$ cat src/rtl/arinc_tx_pkg.sv
package arinc_tx_pkg;
  localparam int BYTE_W = 8;
  localparam int NBYTES = 4;
  localparam int WORD_W = BYTE_W * NBYTES;

  typedef logic [NBYTES-1:0][BYTE_W-1:0] bytes_t;
  typedef logic [WORD_W-1:0]             word_t;

  // Serial order: element k is the k-th bit on the line.
  function automatic word_t order_bits(input bytes_t b, input logic lsb_first);
    word_t s;
    for (int i = 0; i < NBYTES; i++) begin
      for (int j = 0; j < BYTE_W; j++) begin
        s[i*BYTE_W + j] = lsb_first ? b[i][j] : b[i][BYTE_W-1-j];
      end
    end
    return s;
  endfunction

  // Bit that makes the full word carry an odd count of ones.
  function automatic logic odd_fill(input logic [WORD_W-2:0] head);
    return ~(^head);
  endfunction

  function automatic word_t finish_word(input word_t s, input logic par);
    word_t r;
    r = s;
    if (par) r[WORD_W-1] = odd_fill(s[WORD_W-2:0]);
    return r;
  endfunction
endpackage

$ cat src/rtl/arinc_wr_sync.sv
module arinc_wr_sync #(
  parameter int STAGES = 2
) (
  input  logic clk,
  input  logic rst_n,
  input  logic wr_n,
  output logic wr_rise
);
  logic [STAGES-1:0] chain_q;
  logic              prev_q;

  generate
    if (STAGES == 1) begin : g_one
      always_ff @(posedge clk or negedge rst_n) begin
        if (!rst_n) chain_q <= '1;
        else        chain_q <= wr_n;
      end
    end else begin : g_many
      always_ff @(posedge clk or negedge rst_n) begin
        if (!rst_n) chain_q <= '1;
        else        chain_q <= {chain_q[STAGES-2:0], wr_n};
      end
    end
  endgenerate

  always_ff @(posedge clk or negedge rst_n) begin
    if (!rst_n) prev_q <= 1'b1;
    else        prev_q <= chain_q[STAGES-1];
  end

  assign wr_rise = chain_q[STAGES-1] & ~prev_q;

  a_r2_single_pulse: assert property (@(posedge clk) disable iff (!rst_n)
    wr_rise |=> !wr_rise) else $error("R2: strobe pulse longer than one cycle");
endmodule

$ cat src/rtl/arinc_load_buf.sv
module arinc_load_buf
  import arinc_tx_pkg::*;
(
  input  logic              clk,
  input  logic              rst_n,
  input  logic              wr_rise,
  input  logic              first_sel,
  input  logic [BYTE_W-1:0] din,
  input  logic              take,
  output bytes_t            buf_bytes,
  output logic              full,
  output logic              fourth_ev
);
  localparam int CNT_W = $clog2(NBYTES);
  localparam logic [CNT_W-1:0] LAST_IDX = CNT_W'(NBYTES-1);

  logic [CNT_W-1:0] cnt_q;   // 0: no label seen for this word
  bytes_t           bytes_q;
  logic             full_q;
  logic             accept;

  assign accept    = wr_rise && !full_q;
  assign fourth_ev = accept && !first_sel && (cnt_q == LAST_IDX);

  always_ff @(posedge clk or negedge rst_n) begin
    if (!rst_n) begin
      cnt_q   <= '0;
      bytes_q <= '0;
      full_q  <= 1'b0;
    end else begin
      if (take) full_q <= 1'b0;
      if (accept) begin
        if (first_sel) begin
          bytes_q[0] <= din;
          cnt_q      <= CNT_W'(1);
        end else if (cnt_q != '0) begin
          bytes_q[cnt_q] <= din;
          if (cnt_q == LAST_IDX) begin
            full_q <= 1'b1;
            cnt_q  <= '0;
          end else begin
            cnt_q <= cnt_q + CNT_W'(1);
          end
        end
      end
    end
  end

  assign buf_bytes = bytes_q;
  assign full      = full_q;

  a_r3_full_on_fourth: assert property (@(posedge clk) disable iff (!rst_n)
    fourth_ev |=> full_q) else $error("R3: fourth byte did not fill buffer");
  a_r11_locked_when_full: assert property (@(posedge clk) disable iff (!rst_n)
    (wr_rise && full_q) |=> $stable(bytes_q)) else $error("R11: full buffer changed");
  a_r11_orphan_dropped: assert property (@(posedge clk) disable iff (!rst_n)
    (wr_rise && !full_q && !first_sel && cnt_q == '0) |=> ($stable(bytes_q) && cnt_q == '0))
    else $error("R11: byte without label accepted");
endmodule

$ cat src/rtl/arinc_bit_seq.sv
module arinc_bit_seq
  import arinc_tx_pkg::*;
#(
  parameter int GAP_BITS  = 4,
  parameter int SYNC_BIT  = 8,
  parameter bit LSB_FIRST = 1'b1
) (
  input  logic   clk,
  input  logic   rst_n,
  input  logic   full,
  input  bytes_t buf_bytes,
  input  logic   par_en,
  output logic   xfer,
  output logic   data_slot,
  output logic   cur_bit,
  output logic   sync_slot
);
  localparam int LAST_SLOT = WORD_W + GAP_BITS - 1;
  localparam int SLOT_W    = $clog2(LAST_SLOT + 1);
  localparam logic [SLOT_W-1:0] LAST_S = SLOT_W'(LAST_SLOT);
  localparam logic [SLOT_W-1:0] WORD_S = SLOT_W'(WORD_W);
  localparam logic [SLOT_W-1:0] SYNC_S = SLOT_W'(SYNC_BIT - 1);

  logic              active_q;
  logic [SLOT_W-1:0] slot_q;
  word_t             shreg_q;
  logic              at_end;

  assign at_end = !active_q || (slot_q == LAST_S);
  assign xfer   = at_end && full;

  always_ff @(posedge clk or negedge rst_n) begin
    if (!rst_n) begin
      active_q <= 1'b0;
      slot_q   <= '0;
      shreg_q  <= '0;
    end else if (at_end) begin
      slot_q <= '0;
      if (full) begin
        shreg_q  <= finish_word(order_bits(buf_bytes, 1'(LSB_FIRST)), par_en);
        active_q <= 1'b1;
      end else begin
        active_q <= 1'b0;
      end
    end else begin
      slot_q  <= slot_q + SLOT_W'(1);
      shreg_q <= shreg_q >> 1;
    end
  end

  assign data_slot = active_q && (slot_q < WORD_S);
  assign cur_bit   = shreg_q[0];
  assign sync_slot = data_slot && (slot_q == SYNC_S);

  a_r5_xfer_only_at_gap_end: assert property (@(posedge clk) disable iff (!rst_n)
    xfer |-> (!active_q || slot_q == LAST_S)) else $error("R5: transfer mid-word");
  a_r4_bit1_follows_xfer: assert property (@(posedge clk) disable iff (!rst_n)
    xfer |=> (data_slot && slot_q == '0)) else $error("R4: bit 1 not started");
  a_r5_busy_holds_full: assert property (@(posedge clk) disable iff (!rst_n)
    (active_q && slot_q != LAST_S && full) |=> full) else $error("R5: early transfer");
endmodule

$ cat src/rtl/arinc_word_tx.sv
module arinc_word_tx
  import arinc_tx_pkg::*;
#(
  parameter int GAP_BITS    = 4,
  parameter int SYNC_BIT    = 8,
  parameter bit LSB_FIRST   = 1'b1,
  parameter int SYNC_STAGES = 2
) (
  input  logic              tx_clk,
  input  logic              rst_n,
  input  logic              wr_n,
  input  logic              first_sel,
  input  logic [BYTE_W-1:0] din,
  input  logic              par_en,
  output logic              buf_ready,
  output logic              line_one,
  output logic              line_zero,
  output logic              ser_data,
  output logic              sync_n
);
  logic   wr_rise;
  logic   xfer;
  logic   full;
  logic   fourth_ev;
  logic   data_slot;
  logic   cur_bit;
  logic   sync_slot;
  bytes_t buf_bytes;

  arinc_wr_sync #(.STAGES(SYNC_STAGES)) u_sync (
    .clk(tx_clk), .rst_n(rst_n), .wr_n(wr_n), .wr_rise(wr_rise)
  );

  arinc_load_buf u_buf (
    .clk(tx_clk), .rst_n(rst_n), .wr_rise(wr_rise), .first_sel(first_sel),
    .din(din), .take(xfer), .buf_bytes(buf_bytes), .full(full),
    .fourth_ev(fourth_ev)
  );

  arinc_bit_seq #(.GAP_BITS(GAP_BITS), .SYNC_BIT(SYNC_BIT), .LSB_FIRST(LSB_FIRST)) u_seq (
    .clk(tx_clk), .rst_n(rst_n), .full(full), .buf_bytes(buf_bytes),
    .par_en(par_en), .xfer(xfer), .data_slot(data_slot), .cur_bit(cur_bit),
    .sync_slot(sync_slot)
  );

  // Return-to-zero: pulses live in the high half of each bit period.
  assign buf_ready = ~full;
  assign line_one  = data_slot &  cur_bit & tx_clk;
  assign line_zero = data_slot & ~cur_bit & tx_clk;
  assign ser_data  = data_slot & cur_bit;
  assign sync_n    = ~(sync_slot & ~tx_clk);

  always_comb begin
    a_r8_never_both: assert (!(line_one && line_zero)) else $error("R8: both pulse lines high");
  end

  a_r3_ready_falls: assert property (@(posedge tx_clk) disable iff (!rst_n)
    fourth_ev |=> !buf_ready) else $error("R3: ready stayed high");
  a_r4_ready_returns: assert property (@(posedge tx_clk) disable iff (!rst_n)
    xfer |=> buf_ready) else $error("R4: ready not restored at transfer");
  a_r9_gap_is_quiet: assert property (@(negedge tx_clk) disable iff (!rst_n)
    !data_slot |-> (!ser_data && sync_n)) else $error("R9: activity in gap");
endmodule

$ cat config.mk
export PLATFORM = sky130hd
export DESIGN_NAME = arinc_word_tx
export DESIGN_NICKNAME = d
export VERILOG_FILES = /design/src/rtl/arinc_tx_pkg.sv /design/src/rtl/arinc_wr_sync.sv /design/src/rtl/arinc_load_buf.sv /design/src/rtl/arinc_bit_seq.sv /design/src/rtl/arinc_word_tx.sv
export SDC_FILE = /design/constraint.sdc
export NUM_CORES = 1
export LEC_CHECK = 0
export BUFFER_PORTS_ARGS = -buffer_cell sky130_fd_sc_hd__buf_2
export CORE_AREA = 2 2 113 115
export DETAILED_ROUTE_END_ITERATION = 16
export DIE_AREA = 0 0 115 117
export PLACE_DENSITY = 0.4
export RECOVER_POWER = 100
export REMOVE_ABC_BUFFERS = 1
export SYNTH_ARGS = -nofsm -noshare
export SYNTH_HDL_FRONTEND = slang
export SYNTH_SLANG_ARGS = --single-unit
$ cat constraint.sdc
create_clock -name tx_clk -period 2.2 [get_ports tx_clk]
set_input_delay 0.22 -clock tx_clk [delete_from_list [all_inputs] [get_ports tx_clk]]
set_output_delay 0.22 -clock tx_clk [all_outputs]
set_load 0.05 [all_outputs]
==> impl_results.md <==
* Layout Skew at about 4.1 ps
* Routed wire length at ~7500 um
* Placed Instances at 454
* Layout net count at 339
* Placed wire-length estimate after detailed placement at between 4000 and 5000 um
* GRT Total Usage at about 13%
* Fraction of the yosys area taken by sequential cells at 54.0%
* GR peak layer: met2
* Most common cell after layout, fill and taps aside: sky130_fd_sc_hd__dfrtp_1
* Routability congestion estimate at slightly below 0.7
* # port buffers at 17
* GR met1 Demand/Resource at between 10% and 20%
* Remaining antenna violation count at 0
* Critical Path RT at a little under 2000 ps
* Max-cap viol count at 0
* Residual DRC count at 0
* Floorplan core area at around 12000 sq um
* Syn-to-layout area delta at 19.6%
* Starting density of the core at about 29%
* Final hold vios at 0
* Site row count at 41
* TritonCTS clock tree: built
* Die ar. at between 10000 and 15000 sq um
* CP Data Arrival Time at 1820 ps
* Endpoints failing setup at 0
* Flip-flop and latch count after synthesis at 77
* Setup repair after global routing missed its margin: false
* Setup slack after layout at 155 ps
* CTS clk-pin slew, worst paths at 60 ps
* Number of ports placed on the die boundary at 18
* Max Slew Vio Count at 0
* Final instance count without filler cells at around 480
* Fraction of final layout cells with drive strength greater than 1 at 24.2%
* Distinct cells, synth at 29
* Tightest Hold Check Type: primary input to flip-flop
* Crit path launch type: clock port
* Worst Tran Pin Value at between 1000 and 1500 ps
* Type of element capturing the critical path: output pin
* Worst Setup Path Type: clock port to output pin
* Post-Syn Area at 3580 sq um
* Number of gates resized after cts at 0
* Largest net degree at the start of global routing at 65
* DP Worst Slack at approximately 430 ps
* Yosys warning count at 0
* Die extent in x at ~120 um
* Die height at approximately 120 um
* Antenna violations before repair at 0
* Via count of the first global-routing pass at 2321
* Yosys top cell by area: sky130_fd_sc_hd__dfrtp_1
* Global routing met3 resource utilization at 4.84%
* Total iterations of the first detailed-routing run at 4
* Pleak at 1.83 nW
* Number of fillers in the final layout at approximately 1300
* Skew-Pair Late Insertion Delay at approximately 440 ps
* Worst vdd rail ir drop at 0.690 mV
* Global route overflow at 0
* Critical-path maximum fanout at 2
* Most frequent cells in the layout: 73 x sky130_fd_sc_hd__dfrtp_1, 42 x sky130_fd_sc_hd__nand2_1, 35 x sky130_fd_sc_hd__o21ai_0
* Cell count after synthesis at 294
* Top-area cell type share of the netlist area at about half
* Average vias per placed instance at between 4 and 5
* Remaining max-slew budget at the tightest pin at between 20% and 30%
* Outcome: completed
* Worst setup slack for register-to-register paths at about 300 ps
* Post-detailed-route wirelength per cell at between 15 and 20 um
* PD cells at ~1500 nW/um^2
* GRT met2 Usage at between 10% and 20%
* DR vias at roughly 2200
* Number of DRC markers in iteration 0 at 61
* Wire length of the first global-routing pass at roughly 12000 um
* Top post-synthesis cells by area: sky130_fd_sc_hd__dfrtp_1 52%, sky130_fd_sc_hd__mux2_2 10%, sky130_fd_sc_hd__mux2i_1 8.7%
* Post-synthesis area per instance at about 12 sq um
* Number of antenna cells inserted at 0
timing repair:
| item | CTS | global route |
|---|---|---|
| hold buffers | 2 | 0 |
| setup buffers | 0 | 0 |
| hold endpoints to repair | 18 | 0 |
| endpoints found under the setup margin | 0 | 0 |
cell type report:
type | count | area (sq um) | area share, %
sequential | 77 | 1930 | 45.2
multi-input combinational | 202 | 1570 | 36.7
clock inverter | 4 | 70.1 | 1.64
timing repair buffer | 20 | 126 | 2.95
clock buffer | 20 | 375 | 8.77
inverter | 4 | 15.0 | 0.351
tap | 150 | 188 | 4.39
metal layers:
| layer | vias to the layer above | wire [um] |
|---|---|---|
| li1 | 1062 | - |
| met1 | 1076 | 3610 |
| met2 | 31 | 3440 |
| met3 | 14 | 288 |
| met4 | 0 | 140 |
| met5 | - | 0 |
power breakdown:
| group | switching (mW) | internal (mW) | leakage, nW |
|---|---|---|---|
| logic | 0.887 | 1.17 | 0.583 |
| registers | 0.362 | 1.89 | 1.01 |
| clock network | 0.685 | 1.39 | 0.237 |
cells by family after synthesis:
kind of cell	synth area share (%)
flops	54.0
xor+xnor	9.51
mux	18.7
compound gates	6.30
fa+ha+maj	1.75
buf+inv	1.64
simple gates	8.08
registers in the layout, summed over array words and instances, names as in the netlist:
| signal | cells |
|---|---|
| u_buf.cnt_q | 2 |
| u_buf.full | 1 |
| u_buf.buf_bytes | 32 |
| u_seq.active_q | 1 |
| u_sync.prev_q | 1 |
| u_sync.chain_q | 2 |
| u_seq.shreg_q | 32 |
| u_seq.slot_q | 6 |
Yosys cell counts, drive strengths merged:
| library cell | n |
|---|---|
| dfrtp | 74 |
| o22ai | 1 |
| nand3 | 3 |
| o41ai | 1 |
| xnor2 | 23 |
| xnor3 | 4 |
| o21ai | 35 |
| nand4 | 1 |
| inv | 4 |
| mux2i | 31 |
| nor3 | 3 |
| dfstp | 3 |
| and2 | 4 |
| xor2 | 3 |
| and3 | 1 |
| nand2 | 42 |
| a21oi | 2 |
| ha | 5 |
| clkbuf | 6 |
| buf | 5 |
| nor2 | 9 |
| mux2 | 32 |
| o41a | 1 |
| nor2b | 1 |
per-stage QoR:
| step | hold slack, ps | area, sq um | utilization [%] | total power, mW | TNS (ps) |
|---|---|---|---|---|---|
| global route | 70.9 | 4280 | 34.7 | 6.80 | 0 |
| finish | 78.9 | 4280 | 34.7 | 6.38 | 0 |
| CTS | 68.0 | 4300 | 35.0 | 6.54 | 0 |
| detailed placement | 120 | 3850 | 31.3 | 4.48 | 0 |
| global placement | 116 | 3850 | 31.3 | 4.45 | 0 |
| floorplan | -75.6 | 3530 | - | 3.94 | -604 |
path summary, 6_finish.rpt:
| kind | start | endpoint | cells after the start |
|---|---|---|---|
| setup / recovery | tx_clk | sync_n | 5 |
| hold / removal | din[6] | u_buf.buf_bytes[30] | 2 |
| setup reg to reg | u_seq.slot_q[0] | u_buf.full | 5 |
| hold reg to reg | u_sync.chain_q[0] | u_sync.chain_q[1] | 0 |
| max in group asynchronous | rst_n | u_sync.chain_q[0] | 3 |
| min in group asynchronous | rst_n | u_seq.shreg_q[23] | 2 |
critical path: stages:
cell and delay, ps:
sky130_fd_sc_hd__clkbuf_16 130, sky130_fd_sc_hd__clkbuf_16 130, sky130_fd_sc_hd__nor3_1 130, sky130_fd_sc_hd__nand4_1 110
sky130_fd_sc_hd__buf_2 220
(Power assumes the default switching activity.)
